**config.mk**
```make
export PLATFORM = sky130hd
export DESIGN_NAME = evt_combiner
export DESIGN_NICKNAME = d
export VERILOG_FILES = /design/src/rtl/evc_pkg.sv /design/src/rtl/evc_group.sv /design/src/rtl/evc_decode.sv /design/src/rtl/evt_combiner.sv
export SDC_FILE = /design/constraint.sdc
export NUM_CORES = 1
export LEC_CHECK = 0
export ABC_CLOCK_PERIOD_IN_PS = 2000
export BUFFER_PORTS_ARGS = -buffer_cell sky130_fd_sc_hd__buf_2
export CAP_MARGIN = 20
export CORE_MARGIN = 2
export CORE_UTILIZATION = 43
export DETAILED_ROUTE_END_ITERATION = 12
export PLACE_DENSITY = 0.67
export SETUP_SLACK_MARGIN = 0.5
export SKIP_CTS_REPAIR_TIMING = 1
export SLEW_MARGIN = 40
export SYNTH_ARGS = -nofsm -noshare
export SYNTH_HDL_FRONTEND = slang
export SYNTH_HIERARCHICAL = 1
export SYNTH_SLANG_ARGS = --single-unit
```
**constraint.sdc**
```tcl
create_clock -name clk -period 2 [get_ports clk]
set_input_delay 0 -clock clk [delete_from_list [all_inputs] [get_ports clk]]
set_output_delay 0 -clock clk [all_outputs]
set_load 0.01 [all_outputs]
```
**src/rtl/evc_pkg.sv**
```systemverilog
`timescale 1ns/1ps
package evc_pkg;
  localparam int DW   = 32;
  localparam int AW   = 9;
  localparam int MAXG = 8;

  typedef enum logic [3:0] {
    BK_FLAG   = 4'h0,
    BK_SET    = 4'h1,
    BK_CLR    = 4'h2,
    BK_EMASK  = 4'h4,
    BK_MFLAG  = 4'h5,
    BK_XMASK  = 4'h6,
    BK_MXFLAG = 4'h7,
    BK_ASSERT = 4'hE
  } bank_e;
endpackage

```
**src/rtl/evc_group.sv**
```systemverilog
`timescale 1ns/1ps
module evc_group #(
  parameter int W = 32
) (
  input  logic         clk,
  input  logic         rst_n,
  input  logic [W-1:0] evt_in,
  input  logic [W-1:0] wdata,
  input  logic [W-1:0] hit,
  input  logic         set_we,
  input  logic         clr_we,
  input  logic         emask_we,
  input  logic         xmask_we,
  output logic [W-1:0] flag,
  output logic [W-1:0] emask,
  output logic [W-1:0] xmask,
  output logic [W-1:0] mflag,
  output logic [W-1:0] mxflag,
  output logic         comb,
  output logic         xany
);
  logic [W-1:0] evt_q, edge_v, set_v, clr_v;

  always_comb begin
    edge_v = evt_in & ~evt_q;
    set_v  = (set_we ? wdata : '0) | hit | edge_v;
    clr_v  = clr_we ? wdata : '0;
  end

  // set sources are applied after the clear, so an edge beats a clear
  always_ff @(posedge clk or negedge rst_n) begin
    if (!rst_n) begin
      evt_q <= '0;
      flag  <= '0;
      emask <= '1;
      xmask <= '1;
    end else begin
      evt_q <= evt_in;
      flag  <= (flag & ~clr_v) | set_v;
      if (emask_we) emask <= wdata;
      if (xmask_we) xmask <= wdata;
    end
  end

  assign mflag  = flag & ~emask;
  assign mxflag = flag & ~xmask;
  assign comb   = |mflag;
  assign xany   = |mxflag;

  for (genvar b = 0; b < W; b++) begin : g_bitchk
    assert_flag_cause_R2: assert property (@(posedge clk) disable iff (!rst_n)
      $rose(flag[b]) |-> $past(evt_in[b] || (set_we && wdata[b]) || hit[b]));
    assert_clear_R4: assert property (@(posedge clk) disable iff (!rst_n)
      (clr_we && wdata[b] && !(evt_in[b] && !evt_q[b]) && !hit[b]) |=> !flag[b]);
  end

  assert_mask_hold_R5: assert property (@(posedge clk) disable iff (!rst_n)
    !emask_we |=> $stable(emask));
  assert_xmask_hold_R7: assert property (@(posedge clk) disable iff (!rst_n)
    !xmask_we |=> $stable(xmask));
  assert_comb_hold_R6: assert property (@(posedge clk) disable iff (!rst_n)
    $fell(comb) |-> $past(clr_we || emask_we));
endmodule

```
**src/rtl/evc_decode.sv**
```systemverilog
`timescale 1ns/1ps
module evc_decode
  import evc_pkg::*;
#(
  parameter int NG = 4
) (
  input  logic                bus_wr,
  input  logic [AW-1:0]       bus_addr,
  input  logic [DW-1:0]       bus_wdata,
  output logic                aligned,
  output bank_e               bank,
  output logic [2:0]          word,
  output logic [NG-1:0]       set_we,
  output logic [NG-1:0]       clr_we,
  output logic [NG-1:0]       emask_we,
  output logic [NG-1:0]       xmask_we,
  output logic [NG*DW-1:0]    hit
);
  localparam int NEVT = NG * DW;
  localparam int IW   = $clog2(NEVT);

  logic wr_ok, asrt_ok;

  assign aligned = (bus_addr[1:0] == 2'b00);
  assign bank    = bank_e'(bus_addr[8:5]);
  assign word    = bus_addr[4:2];
  assign wr_ok   = bus_wr && aligned;

  for (genvar g = 0; g < NG; g++) begin : g_strobe
    assign set_we[g]   = wr_ok && (bank == BK_SET)   && (word == 3'(g));
    assign clr_we[g]   = wr_ok && (bank == BK_CLR)   && (word == 3'(g));
    assign emask_we[g] = wr_ok && (bank == BK_EMASK) && (word == 3'(g));
    assign xmask_we[g] = wr_ok && (bank == BK_XMASK) && (word == 3'(g));
  end

  assign asrt_ok = wr_ok && (bank == BK_ASSERT) && (word == 3'd0)
                   && (bus_wdata < DW'(NEVT));
  assign hit = asrt_ok ? ({{(NEVT-1){1'b0}}, 1'b1} << bus_wdata[IW-1:0]) : '0;
endmodule

```
**src/rtl/evt_combiner.sv**
```systemverilog
`timescale 1ns/1ps
module evt_combiner
  import evc_pkg::*;
#(
  parameter int N_GROUPS = 4
) (
  input  logic                   clk,
  input  logic                   rst_n,
  input  logic [N_GROUPS*DW-1:0] evt_in,
  input  logic                   bus_wr,
  input  logic [AW-1:0]          bus_addr,
  input  logic [DW-1:0]          bus_wdata,
  output logic [DW-1:0]          bus_rdata,
  output logic [N_GROUPS-1:0]    comb_irq,
  output logic                   exc_irq
);
  localparam int NEVT = N_GROUPS * DW;

  logic          aligned;
  bank_e         bank;
  logic [2:0]    word;
  logic [N_GROUPS-1:0] set_we, clr_we, emask_we, xmask_we, xany;
  logic [NEVT-1:0]     hit;
  logic [DW-1:0] flag_w [N_GROUPS];
  logic [DW-1:0] emask_w [N_GROUPS];
  logic [DW-1:0] xmask_w [N_GROUPS];
  logic [DW-1:0] mflag_w [N_GROUPS];
  logic [DW-1:0] mxflag_w [N_GROUPS];

  evc_decode #(.NG(N_GROUPS)) u_dec (
    .bus_wr(bus_wr), .bus_addr(bus_addr), .bus_wdata(bus_wdata),
    .aligned(aligned), .bank(bank), .word(word),
    .set_we(set_we), .clr_we(clr_we), .emask_we(emask_we),
    .xmask_we(xmask_we), .hit(hit)
  );

  for (genvar g = 0; g < N_GROUPS; g++) begin : g_grp
    evc_group #(.W(DW)) u_grp (
      .clk(clk), .rst_n(rst_n),
      .evt_in(evt_in[g*DW +: DW]), .wdata(bus_wdata), .hit(hit[g*DW +: DW]),
      .set_we(set_we[g]), .clr_we(clr_we[g]),
      .emask_we(emask_we[g]), .xmask_we(xmask_we[g]),
      .flag(flag_w[g]), .emask(emask_w[g]), .xmask(xmask_w[g]),
      .mflag(mflag_w[g]), .mxflag(mxflag_w[g]),
      .comb(comb_irq[g]), .xany(xany[g])
    );
  end

  assign exc_irq = |xany;

  always_comb begin
    bus_rdata = '0;
    for (int g = 0; g < N_GROUPS; g++) begin
      if (aligned && word == 3'(g)) begin
        case (bank)
          BK_FLAG:   bus_rdata = flag_w[g];
          BK_EMASK:  bus_rdata = emask_w[g];
          BK_MFLAG:  bus_rdata = mflag_w[g];
          BK_XMASK:  bus_rdata = xmask_w[g];
          BK_MXFLAG: bus_rdata = mxflag_w[g];
          default:   bus_rdata = '0;
        endcase
      end
    end
  end

  assert_exc_hold_R7: assert property (@(posedge clk) disable iff (!rst_n)
    $fell(exc_irq) |-> $past((|clr_we) || (|xmask_we)));
  assert_single_strobe_R9: assert property (@(posedge clk) disable iff (!rst_n)
    $onehot0({set_we, clr_we, emask_we, xmask_we}));
endmodule

```
=== Word level (Yosys, flattened, before mapping) ===
Cells that the tools add are included.
W data, S select, Z words.

* Register bits after elaboration: 512
* Input bits: 172
* Output and inout port bits: 37
* Logic and storage cells: 125

* Magnitude comparators: 1
* Eq/ne operators: 10
* Shifts and indexed selects: 1
* Muxes and demuxes: 17
* Bitwise logic cells: 44
* Reduce and logical (&&, ||, !) cells: 36

{| class="wikitable"
|+ Operators with widths
! cell !! count
|-
| $pmux W32 S5 || 4
|-
| $and A32 B32 Y32 || 16
|-
| $not A32 Y32 || 16
|-
| $mux W32 || 12
|-
| $or A32 B32 Y32 || 12
|-
| $mux W128 || 1
|-
| $reduce_or A128 Y1 || 1
|-
| $reduce_or A32 Y1 || 4
|-
| $shl A1 B7 Y128 const A || 1
|-
| $lt A32 B8 Y1 const B || 1
|-
| $logic_and A1 B1 Y1 || 28
|-
| $eq A4 B3 Y1 const B || 4
|-
| $eq A3 B2 Y1 const B || 2
|-
| $eq A4 B1 Y1 const B || 1
|-
| $eq A4 B2 Y1 const B || 1
|-
| $eq A4 B4 Y1 const B || 1
|-
| $logic_not A4 Y1 || 1
|-
| $eq A3 B1 Y1 const B || 1
|-
| $logic_not A3 Y1 || 1
|-
| $logic_not A2 Y1 || 1
|}

=== Logic depth before layout (Yosys ltp) ===
* Depth after elaboration: 9
* Mapped depth: 10

=== By module ===
The synthesis kept the hierarchy.

{| class="wikitable"
|+ Modules (own cells, without submodules)
! module !! times used !! cells each !! area each (um^2) !! seq. area each (um^2)
|-
| evc_group || 4 || 452 || 5570.3 || 3283.1
|-
| evt_combiner || 1 || 709 || 5431.5 || 0.0
|-
| evc_decode || 1 || 334 || 1949.4 || 0.0
|}

=== Worst setup path after synthesis ===
No wires, ideal clock.

* Path type: input to register
* Start point: in bus_addr[1]
* End point: reg g_grp[0].u_grp.flag[10]
* Arrival time: 1.657 ns
* Required time: 1.874 ns
* Path slack: 0.217 ns
* Stages on the path: 8
* Cells stage by stage: nor4b_2 > buf_2 > nand2_1 > nor4_1 > clkbuf_1 > nand2_1 > nand2_1 > nand2_1

* Elaborated cells between the ends (all ways): 17

{| class="wikitable"
|+ RTL lines
! item !! RTL line !! text
|-
| from (decl) || evt_combiner.sv:11 || <nowiki>input logic [AW-1:0] bus_addr,</nowiki>
|-
| $logic_not A2 Y1 || evc_decode.sv:24 || <nowiki>assign aligned = (bus_addr[1:0] == 2'b00);</nowiki>
|-
| $logic_and A1 B1 Y1 || evc_decode.sv:27 || <nowiki>assign wr_ok = bus_wr && aligned;</nowiki>
|-
| $logic_and A1 B1 Y1 (2 in series) || evc_decode.sv:31 || <nowiki>assign clr_we[g] = wr_ok && (bank == BK_CLR) && (word == 3'(g));</nowiki>
|-
| via clr_we[0] || evt_combiner.sv:22 || <nowiki>logic [N_GROUPS-1:0] set_we, clr_we, emask_we, xmask_we, xany;</nowiki>
|-
| $mux W32 || evc_group.sv:27 || <nowiki>clr_v = clr_we ? wdata : '0;</nowiki>
|-
| $not A32 Y32 || evc_group.sv:39 || <nowiki>flag <= (flag & ~clr_v) | set_v;</nowiki>
|-
| $and A32 B32 Y32 || evc_group.sv:39 ||
|-
| $or A32 B32 Y32 || evc_group.sv:39 ||
|-
| to (signal assigned) || evc_group.sv:39 ||
|-
| to (decl) || evc_group.sv:14 || <nowiki>output logic [W-1:0] flag,</nowiki>
|}

The timed path passes the listed nets, and every way through them passes these cells.
A chain may end at the register's enable or synchronous reset.

==> flow_metrics.tcl <==
set metrics [dict create \
    required_ns 2.00 \
    slew-limit-headroom_pct 49.7 \
    crit_path_start_kind "flop" \
    overflow 0 \
    synth_seq_area_share_pct 44.3 \
    path_delay_family "simple AND/OR/NAND/NOR gates" \
    yosys.cell_types.count 64 \
    tritoncts "built" \
    ys_warn_count 6 \
    synth_nets 3023 \
    area_delta_synth_final_pct 37.4 \
    clk_path_buf_depth 3 \
    vias 28900 \
    worstPathMaxFanout 2 \
    p_int_mw 19.0 \
    num-fill-cells 5691 \
    drt-vias-per-instance 6.37 \
    ys_top_cells_by_area "dfstp_2, dfrtp_1, mux2_2, mux2i_1, nand2_1" \
    powerDensity_nw_per_um2 643 \
    grt.total_usage_pct 36.9 \
    post-synth-top-count-cell "nand2_1" \
    synthCells 2851 \
    period_minus_slack_ns 2.87 \
    yosys-top-cells-count "nand2_1, dfrtp_1, dfstp_2" \
    met1_usage_pct 47.2 \
    reg2reg_depth 3 \
    run_status "complete, but fails checks" \
    path_buf_inv 1 \
    placed_cells 4262 \
    syn_area_per_cell_sq_um 10.4 \
    drt-wirelength-per-cell_microns 30.5 \
    drt-initial-drc-count 3445 \
    synth-seq-cells 512 \
    worstPathArrival_ns 2.87 \
    yosys_most_used_dff "dfstp_2" \
    dp_hpwl_microns 96700 \
    grt-busiest-layer "met2" \
    crit_slowest_cell "or4_4" \
    finalNonFillerCells 4543 \
    comb_power_share_pct 14.9 \
    grt_pass1_wl_microns 191000 \
    drt_first_pass_iters 6 \
    core-area_sq_um 68500 \
    clk_pin_slew_worst_paths_ns 0.06 \
    use_met2_pct 54.3 \
    failed_checks "hold timing, setup timing" \
    dieArea_sq_um 71100 \
    crit_chain "nor2b_4 -> nor4_4 -> nand4_1 -> or2_1 -> or4_4 -> buf_6" \
    cts_sinks 512 \
    setup_viol 38 \
    rsz0062_at_grt "true" \
    drv_slew 0 \
    synthDominantCellAreaShare_pct 22.7 \
    cts_buffers 58 \
    routabilityCongestion 1.04 \
    antenna_found_initial 8 \
    rrSetupSlack_ns 0.80 \
    drc 0 \
    wl_microns 139000 \
    setup_ws_ns -0.872 \
    clkPwrFrac_pct 43.3 \
    io_buffers 208 \
    worst_pin_slew_ns 0.751 \
    synth_edf_count 0 \
    insertion_delay_ns 0.64 \
    yosys.area.top_type "dfstp_2" \
    end_kind "output port" \
    clock_tree.root_cell "clkbuf_16" \
    nets 3781 \
    switching_share_pct 27.5 \
    die_h_microns 267 \
    slowest_delay_ns 0.58 \
    seq_power_share_pct 41.8 \
    p_leak_nw 18.0 \
    fmax_mhz 348 \
    pin_count 209 \
    grt_pass1_vias 27700 \
    hold_viol 23 \
    hold_class "in2async" \
    r2r-end "g_grp[0].u_grp/flag[4]" \
    worstSetupPathType "reg2out" \
    ir_worst_vdd_uv 661 \
    cts_max_level 2 \
    power_switching_mw 7.20 \
    maxCapViolCount 0 \
    finalHoldWorstSlack_ns -0.0502 \
    netlist_area_sq_um 29700 \
    power_mw 26.2 \
    initial_utilization_pct 43.3 \
    die_w_microns 267 \
    rr_startpoint "g_grp[0].u_grp/evt_q[4]" \
    rows 96 \
    grt_max_degree 66 \
    drive_above_1_share_pct 46.6 \
    drtAntennaViolNets 0 \
    period_share_pct 144 \
    async_flop_share_pct 100 \
    finClkSkew_ns 0.0222 \
    met3_usage_pct 9.33 \
]
[cell families (layout without fill, tap and decap cells)]
kind of cell / Yosys count / after routing / share of synthesized area, %
AOI/OAI and AO/OA: 493 / 493 / 13.1
muxes: 428 / 428 / 15.5
other: 0 / 3 / 0
and+or+nand+nor: 1066 / 1066 / 21.6
DFF: 512 / 512 / 44.3
buffers and inverters: 352 / 1159 / 5.56
[area by class of cell]
class                      count  area (sq um)  share of cell area, %
antenna                        3          7.51                 0.0184
clock buffer                  89          1770                   4.34
clock inverter                20           231                  0.568
inverter                     128           480                   1.18
multi-input combinational   1987         16400                   40.3
sequential                   512         13100                   32.2
tap                          882          1100                   2.71
timing repair buffer         922          7590                   18.6
[flip-flops by register name (all words and copies together), names as in the netlist]
register and count:
g_grp.u_grp/flag 128, g_grp.u_grp/evt_q 128, g_grp.u_grp/xmask 128, g_grp.u_grp/emask 128
[metrics by stage]
stage / utilization (%) / setup TNS, ns / worst slack (ns) / hold WS, ns / instance area (sq um)
floorplan: - / 0 / 0.323 / -0.296 / 30000
global placement: 52.1 / -20.07 / -0.464 / 0.0587 / 35700
detailed placement: 52.1 / -26.70 / -0.500 / 0.0528 / 35700
CTS: 55.1 / -21.46 / -0.988 / -0.601 / 37700
global route: 59.5 / -17.77 / -0.856 / -0.00664 / 40700
finish: 59.5 / -16.97 / -0.872 / -0.0502 / 40800
[metal layers]
layer	vias to the layer above	routed length [microns]	share of wire, %
li1	12100	-	-
met1	14400	51600	37
met2	1898	59200	43
met3	545	15600	11
met4	8	12100	8.8
met5	-	48	0.035
[power groups by stage]
stage               clock (mW)  combinational, mW  sequential (mW)
detailed placement           0               3.30             11.1
floorplan                    0               1.32             11.1
global route              11.8               4.01             11.0
global placement             0               3.25             11.1
finish                    11.3               3.91             10.9
CTS                       11.4               3.31             10.9
[cell usage in the layout, fill, tap and decap left out, types with 25 or more instances in the layout]
cell type | synthesis | final
buf_4 | 46 | 489
nor3_2 | 4 | 29
o221ai_1 | 37 | 25
nor4_1 | 178 | 143
dfrtp_1 | 256 | 253
clkbuf_16 | 0 | 59
nand2_1 | 402 | 401
nand3_1 | 62 | 62
buf_12 | 0 | 53
nand4_1 | 28 | 28
dfstp_2 | 256 | 256
o22ai_1 | 46 | 46
a22oi_1 | 81 | 71
a221oi_1 | 132 | 128
nor2b_2 | 0 | 28
nor2b_4 | 84 | 104
o211ai_1 | 25 | 25
buf_2 | 50 | 197
nor4_2 | 26 | 41
inv_1 | 128 | 128
mux2_2 | 242 | 220
mux2i_1 | 168 | 164
nor2b_1 | 167 | 119
dlygate4sd3_1 | 0 | 153
buf_6 | 12 | 29
a21oi_1 | 36 | 35
[worst reg2reg max path, stage by stage, from the launching register on]
cell      delay, ns
dfrtp_1        0.32
inv_1          0.04
a221oi_1       0.60
nand2_1        0.11
[worst max path at each step]
stage                                         from           end  slack (ns)  cells after the start
after floorplan           g_grp[2].u_grp/xmask[14]       exc_irq        0.32                      5
after global placement                 bus_addr[6]  bus_rdata[6]       -0.46                      9
after detailed placement               bus_addr[6]  bus_rdata[6]       -0.50                      9
after CTS                 g_grp[0].u_grp/xmask[28]       exc_irq       -0.99                      6
after global routing       g_grp[3].u_grp/xmask[4]       exc_irq       -0.86                      6
final                     g_grp[2].u_grp/xmask[13]       exc_irq       -0.87                      6
Power figures use the tool's default switching activity.
